[src/rtl/cfgwin_pkg.sv]
`timescale 1ns/1ps
package cfgwin_pkg;
  localparam int unsigned WORD_W  = 32;
  localparam int unsigned LANES   = WORD_W / 8;
  localparam int unsigned OFF_W   = 8;
  localparam int unsigned FN_W    = 3;
  localparam int unsigned DEV_W   = 5;
  localparam int unsigned BUS_W   = 8;
  localparam int unsigned LO_W    = 2;
  localparam int unsigned OFF_LSB = 0;
  localparam int unsigned FN_LSB  = OFF_LSB + OFF_W;
  localparam int unsigned DEV_LSB = FN_LSB + FN_W;
  localparam int unsigned BUS_LSB = DEV_LSB + DEV_W;
  localparam int unsigned EN_POS  = WORD_W - 1;

  typedef enum logic [1:0] {
    SZ_B1  = 2'b00,
    SZ_B2  = 2'b01,
    SZ_B4  = 2'b10,
    SZ_RSV = 2'b11
  } acc_size_e;
endpackage

[src/rtl/cfgwin_addr_reg.sv]
`timescale 1ns/1ps
module cfgwin_addr_reg
  import cfgwin_pkg::*;
(
  input  logic              clk,
  input  logic              rst_n,
  input  logic              wr_en,
  input  logic [WORD_W-1:0] wr_data,
  output logic [WORD_W-1:0] addr_q
);
  logic [WORD_W-1:0] addr_d;

  always_comb begin
    addr_d = addr_q;
    if (wr_en) addr_d = wr_data;
  end

  always_ff @(posedge clk or negedge rst_n) begin
    if (!rst_n)     addr_q <= '0;
    else if (wr_en) addr_q <= addr_d;
  end
endmodule

[src/rtl/cfgwin_fwd.sv]
`timescale 1ns/1ps
module cfgwin_fwd
  import cfgwin_pkg::*;
(
  input  logic              clk,
  input  logic              rst_n,
  input  logic              fire,
  input  logic              we,
  input  logic [LO_W-1:0]   lo,
  input  logic [1:0]        size,
  input  logic [WORD_W-1:0] wdata,
  input  logic [WORD_W-1:0] addr_q,
  output logic              dn_req,
  output logic              dn_we,
  output logic [BUS_W-1:0]  dn_bus,
  output logic [DEV_W-1:0]  dn_dev,
  output logic [FN_W-1:0]   dn_fn,
  output logic [OFF_W-1:0]  dn_off,
  output logic [1:0]        dn_size,
  output logic [WORD_W-1:0] dn_wdata
);
  logic [OFF_W-1:0] off_d;
  logic [BUS_W-1:0] bus_d;
  logic [DEV_W-1:0] dev_d;
  logic [FN_W-1:0]  fn_d;

  always_comb begin
    off_d = addr_q[OFF_LSB +: OFF_W] | {{(OFF_W-LO_W){1'b0}}, lo};
    bus_d = addr_q[BUS_LSB +: BUS_W];
    dev_d = addr_q[DEV_LSB +: DEV_W];
    fn_d  = addr_q[FN_LSB +: FN_W];
  end

  always_ff @(posedge clk or negedge rst_n) begin
    if (!rst_n) dn_req <= 1'b0;
    else        dn_req <= fire;
  end

  always_ff @(posedge clk or negedge rst_n) begin
    if (!rst_n) begin
      dn_we    <= 1'b0;
      dn_bus   <= '0;
      dn_dev   <= '0;
      dn_fn    <= '0;
      dn_off   <= '0;
      dn_size  <= '0;
      dn_wdata <= '0;
    end else if (fire) begin
      dn_we    <= we;
      dn_bus   <= bus_d;
      dn_dev   <= dev_d;
      dn_fn    <= fn_d;
      dn_off   <= off_d;
      dn_size  <= size;
      dn_wdata <= wdata;
    end
  end
endmodule

[src/rtl/cfgwin_rsp.sv]
`timescale 1ns/1ps
module cfgwin_rsp
  import cfgwin_pkg::*;
(
  input  logic              clk,
  input  logic              rst_n,
  input  logic              issue,
  input  logic              is_dev,
  input  logic [1:0]        size,
  input  logic [WORD_W-1:0] local_val,
  input  logic              dn_present,
  input  logic [WORD_W-1:0] dn_rdata,
  output logic              rvalid,
  output logic [WORD_W-1:0] rdata
);
  logic              p1_vld, p2_vld;
  logic              p1_dev, p2_dev;
  logic [1:0]        p1_size, p2_size;
  logic [WORD_W-1:0] p1_val, p2_val;
  logic [WORD_W-1:0] raw;
  logic [WORD_W-1:0] out_d;
  logic [3:0]        nbytes;

  always_comb begin
    nbytes = 4'd1 << p2_size;
    if (p2_dev) raw = dn_present ? dn_rdata : '1;
    else        raw = p2_val;
  end

  for (genvar b = 0; b < LANES; b++) begin : g_lane
    assign out_d[8*b +: 8] = (4'(b) < nbytes) ? raw[8*b +: 8] : 8'h00;
  end

  always_ff @(posedge clk or negedge rst_n) begin
    if (!rst_n) begin
      p1_vld <= 1'b0;
      p2_vld <= 1'b0;
      rvalid <= 1'b0;
    end else begin
      p1_vld <= issue;
      p2_vld <= p1_vld;
      rvalid <= p2_vld;
    end
  end

  always_ff @(posedge clk or negedge rst_n) begin
    if (!rst_n) begin
      p1_dev <= 1'b0; p1_size <= '0; p1_val <= '0;
    end else if (issue) begin
      p1_dev <= is_dev; p1_size <= size; p1_val <= local_val;
    end
  end

  always_ff @(posedge clk or negedge rst_n) begin
    if (!rst_n) begin
      p2_dev <= 1'b0; p2_size <= '0; p2_val <= '0;
    end else if (p1_vld) begin
      p2_dev <= p1_dev; p2_size <= p1_size; p2_val <= p1_val;
    end
  end

  always_ff @(posedge clk or negedge rst_n) begin
    if (!rst_n)      rdata <= '0;
    else if (p2_vld) rdata <= out_d;
  end
endmodule

[src/rtl/cfg_window_bridge.sv]
`timescale 1ns/1ps
module cfg_window_bridge
  import cfgwin_pkg::*;
(
  input  logic        clk,
  input  logic        rst_n,
  input  logic        host_req,
  input  logic        host_sel,
  input  logic        host_we,
  input  logic [1:0]  host_lo,
  input  logic [1:0]  host_size,
  input  logic [31:0] host_wdata,
  output logic        host_rvalid,
  output logic [31:0] host_rdata,
  output logic        dn_req,
  output logic        dn_we,
  output logic [7:0]  dn_bus,
  output logic [4:0]  dn_dev,
  output logic [2:0]  dn_fn,
  output logic [7:0]  dn_off,
  output logic [1:0]  dn_size,
  output logic [31:0] dn_wdata,
  input  logic        dn_present,
  input  logic [31:0] dn_rdata
);
  logic [WORD_W-1:0] cfg_addr_q;
  logic              addr_acc, data_acc, win_en;
  logic              addr_wr, dn_fire, rd_issue;
  logic [1:0]        rd_size;
  logic [WORD_W-1:0] rd_local;

  always_comb begin
    addr_acc = host_req && !host_sel && (host_size == SZ_B4);
    data_acc = host_req &&  host_sel && (host_size != SZ_RSV);
    win_en   = cfg_addr_q[EN_POS];
    addr_wr  = addr_acc && host_we;
    dn_fire  = data_acc && win_en;
    rd_issue = (addr_acc || data_acc) && !host_we;
    rd_size  = addr_acc ? SZ_B4 : host_size;
    rd_local = addr_acc ? cfg_addr_q : '1;
  end

  cfgwin_addr_reg u_addr (
    .clk     (clk),
    .rst_n   (rst_n),
    .wr_en   (addr_wr),
    .wr_data (host_wdata),
    .addr_q  (cfg_addr_q)
  );

  cfgwin_fwd u_fwd (
    .clk      (clk),
    .rst_n    (rst_n),
    .fire     (dn_fire),
    .we       (host_we),
    .lo       (host_lo),
    .size     (host_size),
    .wdata    (host_wdata),
    .addr_q   (cfg_addr_q),
    .dn_req   (dn_req),
    .dn_we    (dn_we),
    .dn_bus   (dn_bus),
    .dn_dev   (dn_dev),
    .dn_fn    (dn_fn),
    .dn_off   (dn_off),
    .dn_size  (dn_size),
    .dn_wdata (dn_wdata)
  );

  cfgwin_rsp u_rsp (
    .clk        (clk),
    .rst_n      (rst_n),
    .issue      (rd_issue),
    .is_dev     (dn_fire),
    .size       (rd_size),
    .local_val  (rd_local),
    .dn_present (dn_present),
    .dn_rdata   (dn_rdata),
    .rvalid     (host_rvalid),
    .rdata      (host_rdata)
  );
endmodule

[config.mk]
export PLATFORM = sky130hd
export DESIGN_NAME = cfg_window_bridge
export DESIGN_NICKNAME = d
export VERILOG_FILES = /design/src/rtl/cfgwin_pkg.sv /design/src/rtl/cfgwin_addr_reg.sv /design/src/rtl/cfgwin_fwd.sv /design/src/rtl/cfgwin_rsp.sv /design/src/rtl/cfg_window_bridge.sv
export SDC_FILE = /design/constraint.sdc
export NUM_CORES = 1
export LEC_CHECK = 0
export BUFFER_PORTS_ARGS = -buffer_cell sky130_fd_sc_hd__buf_2
export CAP_MARGIN = 5
export CORE_MARGIN = 2
export CORE_UTILIZATION = 30
export DETAILED_ROUTE_END_ITERATION = 12
export HOLD_SLACK_MARGIN = 0.05
export SLEW_MARGIN = 20
export SYNTH_ARGS = -nofsm -noshare
export SYNTH_HDL_FRONTEND = slang
export SYNTH_SLANG_ARGS = --single-unit
[constraint.sdc]
create_clock -name clk -period 1.15 [get_ports clk]
set_input_delay 0.0575 -clock clk [delete_from_list [all_inputs] [get_ports clk]]
set_output_delay 0.0575 -clock clk [all_outputs]
set_load 0.1 [all_outputs]
==> qor.txt <==
Post-synth EDFFs -> 0
Grt ovf -> 0
Design Power -> 35,300 µW
Cell Area, Synth -> 0.00759 mm²
Failing checks -> negative setup slack
Register-to-register setup slack -> -140 ps
Global placer's final weighted congestion -> 0.784
H-tree levels -> 4
DRC -> 0
TritonRoute pass-1 iters -> 4
Initial Utilization -> 0.303
RR Startpoint -> u_addr.addr_q[31]
Clk buf depth -> 2
Synth unique cells -> 24
Worst setup endpoint -> u_fwd.dn_bus[5]
Critical path class -> register to register
Maximum capacitance violations -> 0
CTS tree -> done
# diodes -> 0
Final setup violation count -> 59
CTS Root Cell -> clkbuf_16
Clock latency on the worst-skew pair -> 440 ps
Cell row count -> 58
Vias in the first global route -> 5,426
Max_slew headroom -> 0.723
Fmax -> 778 MHz
Pins Over Slew Limit -> 0
Final setup TNS -> -5530 ps
First-pass GRT wire length -> 31,200 µm
Final net count -> 843
RSZ-0062 raised after global routing -> true
Gate count of the mapped netlist -> 504
Drt via density -> 4.61
Sequential-to-total area share from yosys stat -> 0.649
Worst Path Max Fanout -> 10
Initial antenna violation count -> 0
CP startpoint -> u_addr.addr_q[31]
Yosys warnings -> 0
Syn_nets -> 578
Area growth from synthesis to layout -> 53.5%
Outcome -> finished, violations left
Final critical-path required period -> 1290 ps
Max VDD drop -> 2.00 mV
Post-Route WL -> 20,000 µm
Final core occ -> 0.466
Slew @ Worst Pin -> 415 ps
Arrival @ worst endpoint -> 1600 ps
Worst R2R End -> u_fwd.dn_bus[5]
Port bufs -> 166
HPWL Detailed -> 13,400 µm
Hold Path Class -> input pin to asynchronous set/reset pin
CP startpoint kind -> register
Fin crit share -> 1.12
Synth Flop Type -> dfrtp_1
Die Ht -> 163 µm
Core area -> 0.0250 mm²
Cts bufs inserted -> 17
Die area -> 0.0266 mm²
Top Ports -> 167
R2R depth -> 4
Worst Setup End Kind -> register
PwrDens -> 3020 mW/mm²
Final WS setup -> -136 ps
Share of cells above drive strength 1 -> 0.598
ANT nets after route -> 0
Number of synthesized register bits -> 197
Total GRT Usage -> 0.153
CTS sink count -> 197
Largest net degree at the start of global routing -> 49
Detailed router's first-iteration violation count -> 280
Chip width -> 163 µm
Worst Path Required -> 1470 ps
Clk_skew -> 11.1 ps
Final Hold Violating Endpoints -> 0
P_leak -> 0.00498 µW
Worst-path clk slew -> 70 ps
Vias -> 5,122
Syn avg cell area -> 15.1 µm²
Asr flop ratio synth -> 1.00
Drt wl/cell -> 18.0 µm
==> flip-flops by register name, summed over array words and instances, names as in the netlist, 3 cells and up <==
name,flops
u_rsp.rdata,32
u_fwd.dn_wdata,32
u_fwd.dn_dev,5
u_rsp.p1_val,32
u_rsp.p2_val,32
u_fwd.dn_off,8
u_addr.addr_q,32
u_fwd.dn_bus,8
u_fwd.dn_fn,3
==> layout by cell type (no fill, tap or decap), types with 3 or more instances in the layout <==
cell type,Yosys,layout
buf_12,3,58
o22a_1,32,32
clkbuf_16,0,19
clkinv_4,0,4
mux2_2,96,85
dfrtp_1,197,104
inv_1,35,35
dfrtp_2,0,93
o21ai_1,1,5
o221ai_1,7,5
mux2_4,30,41
buf_2,14,72
buf_4,0,26
nand2_1,4,3
dlygate4sd3_1,0,71
o21ai_0,8,4
buf_6,1,49
inv_8,0,4
o22ai_1,49,47
==> per-stage QoR <==
stage / cells / hold WS [ps] / area (µm²) / setup slack (ps)
final: 1112 / 113 / 11700 / -136
after global routing: 1112 / 141 / 11700 / -177
after CTS: 1108 / 118 / 11500 / -132
after detailed placement: 1005 / -0.641 / 9910 / -290
after global placement: 1005 / 2.32 / 9910 / -228
after floorplan: 504 / -238 / 7790 / 4.89
==> where the power goes <==
part | internal, µW | switching [µW]
registers | 9300 | 1850
logic | 6110 | 11900
clock network | 3270 | 2830
==> cell families (layout without fill, tap and decap cells) <==
logic type | after synthesis | after routing | synth area share
DFF | 197 | 197 | 0.649
AOI/OAI and AO/OA | 99 | 99 | 0.0936
muxes | 128 | 128 | 0.204
and+or+nand+nor | 11 | 11 | 0.00890
buffers and inverters | 69 | 347 | 0.0438
==> per-layer routing <==
layer	GRT usage	vias up	routed length (µm)
met1	0.205	2606	8680
met2	0.247	140	10100
met3	0.0320	27	789
met5	0	-	0
li1	-	2349	-
met4	0.0551	0	385
==> worst max-delay path, stage by stage, from the launching register on <==
cell and delay [ps]:
dfrtp_1 420, nand4_4 100, buf_12 130, clkbuf_16 170
mux2_2 340
==> cell type report <==
cell class,count,area [µm²]
Clock buffer,17,425
Clock inverter,15,171
Fill cell,2177,13400
Inverter,36,143
Multi-Input combinational cell,238,2410
Sequential cell,197,5050
Tap cell,330,413
Timing Repair Buffer,279,3040
==> cells in the mapped netlist (2+ instances only) <==
cell type,number,area share
o22a_1,32,0.037
dfrtp_1,197,0.65
mux2_4,30,0.059
buf_12,3,0.0079
mux2_2,96,0.14
nand2_1,4,0.0020
buf_2,14,0.0092
mux2i_1,2,0.0026
inv_1,35,0.017
o21ai_0,8,0.0053
o22ai_1,49,0.040
clkbuf_1,15,0.0074
nor2_1,2,0.00099
o221ai_1,7,0.0081
==> repair_timing <==
item	CTS	global route
setup endpoints to repair	110	91
cloned	0	2
gates resized for setup	96	19
hold endpoints to repair	301	0
buffers inserted	0	2
hold buffers	71	0
pin swaps	0	0
==> how the worst min path moves through the flow <==
stage | startpoint | cells after the start | end | slack [ps]
final | rst_n | 2 | u_fwd.dn_off[1] | 110
after global routing | rst_n | 2 | u_fwd.dn_off[1] | 140
after CTS | rst_n | 2 | u_fwd.dn_req | 120
after detailed placement | rst_n | 1 | u_fwd.dn_req | -0.6
after global placement | rst_n | 1 | u_fwd.dn_req | 2
after floorplan | rst_n | 0 | u_addr.addr_q[0] | -240
No activity file was read; power rests on OpenSTA's default activity.
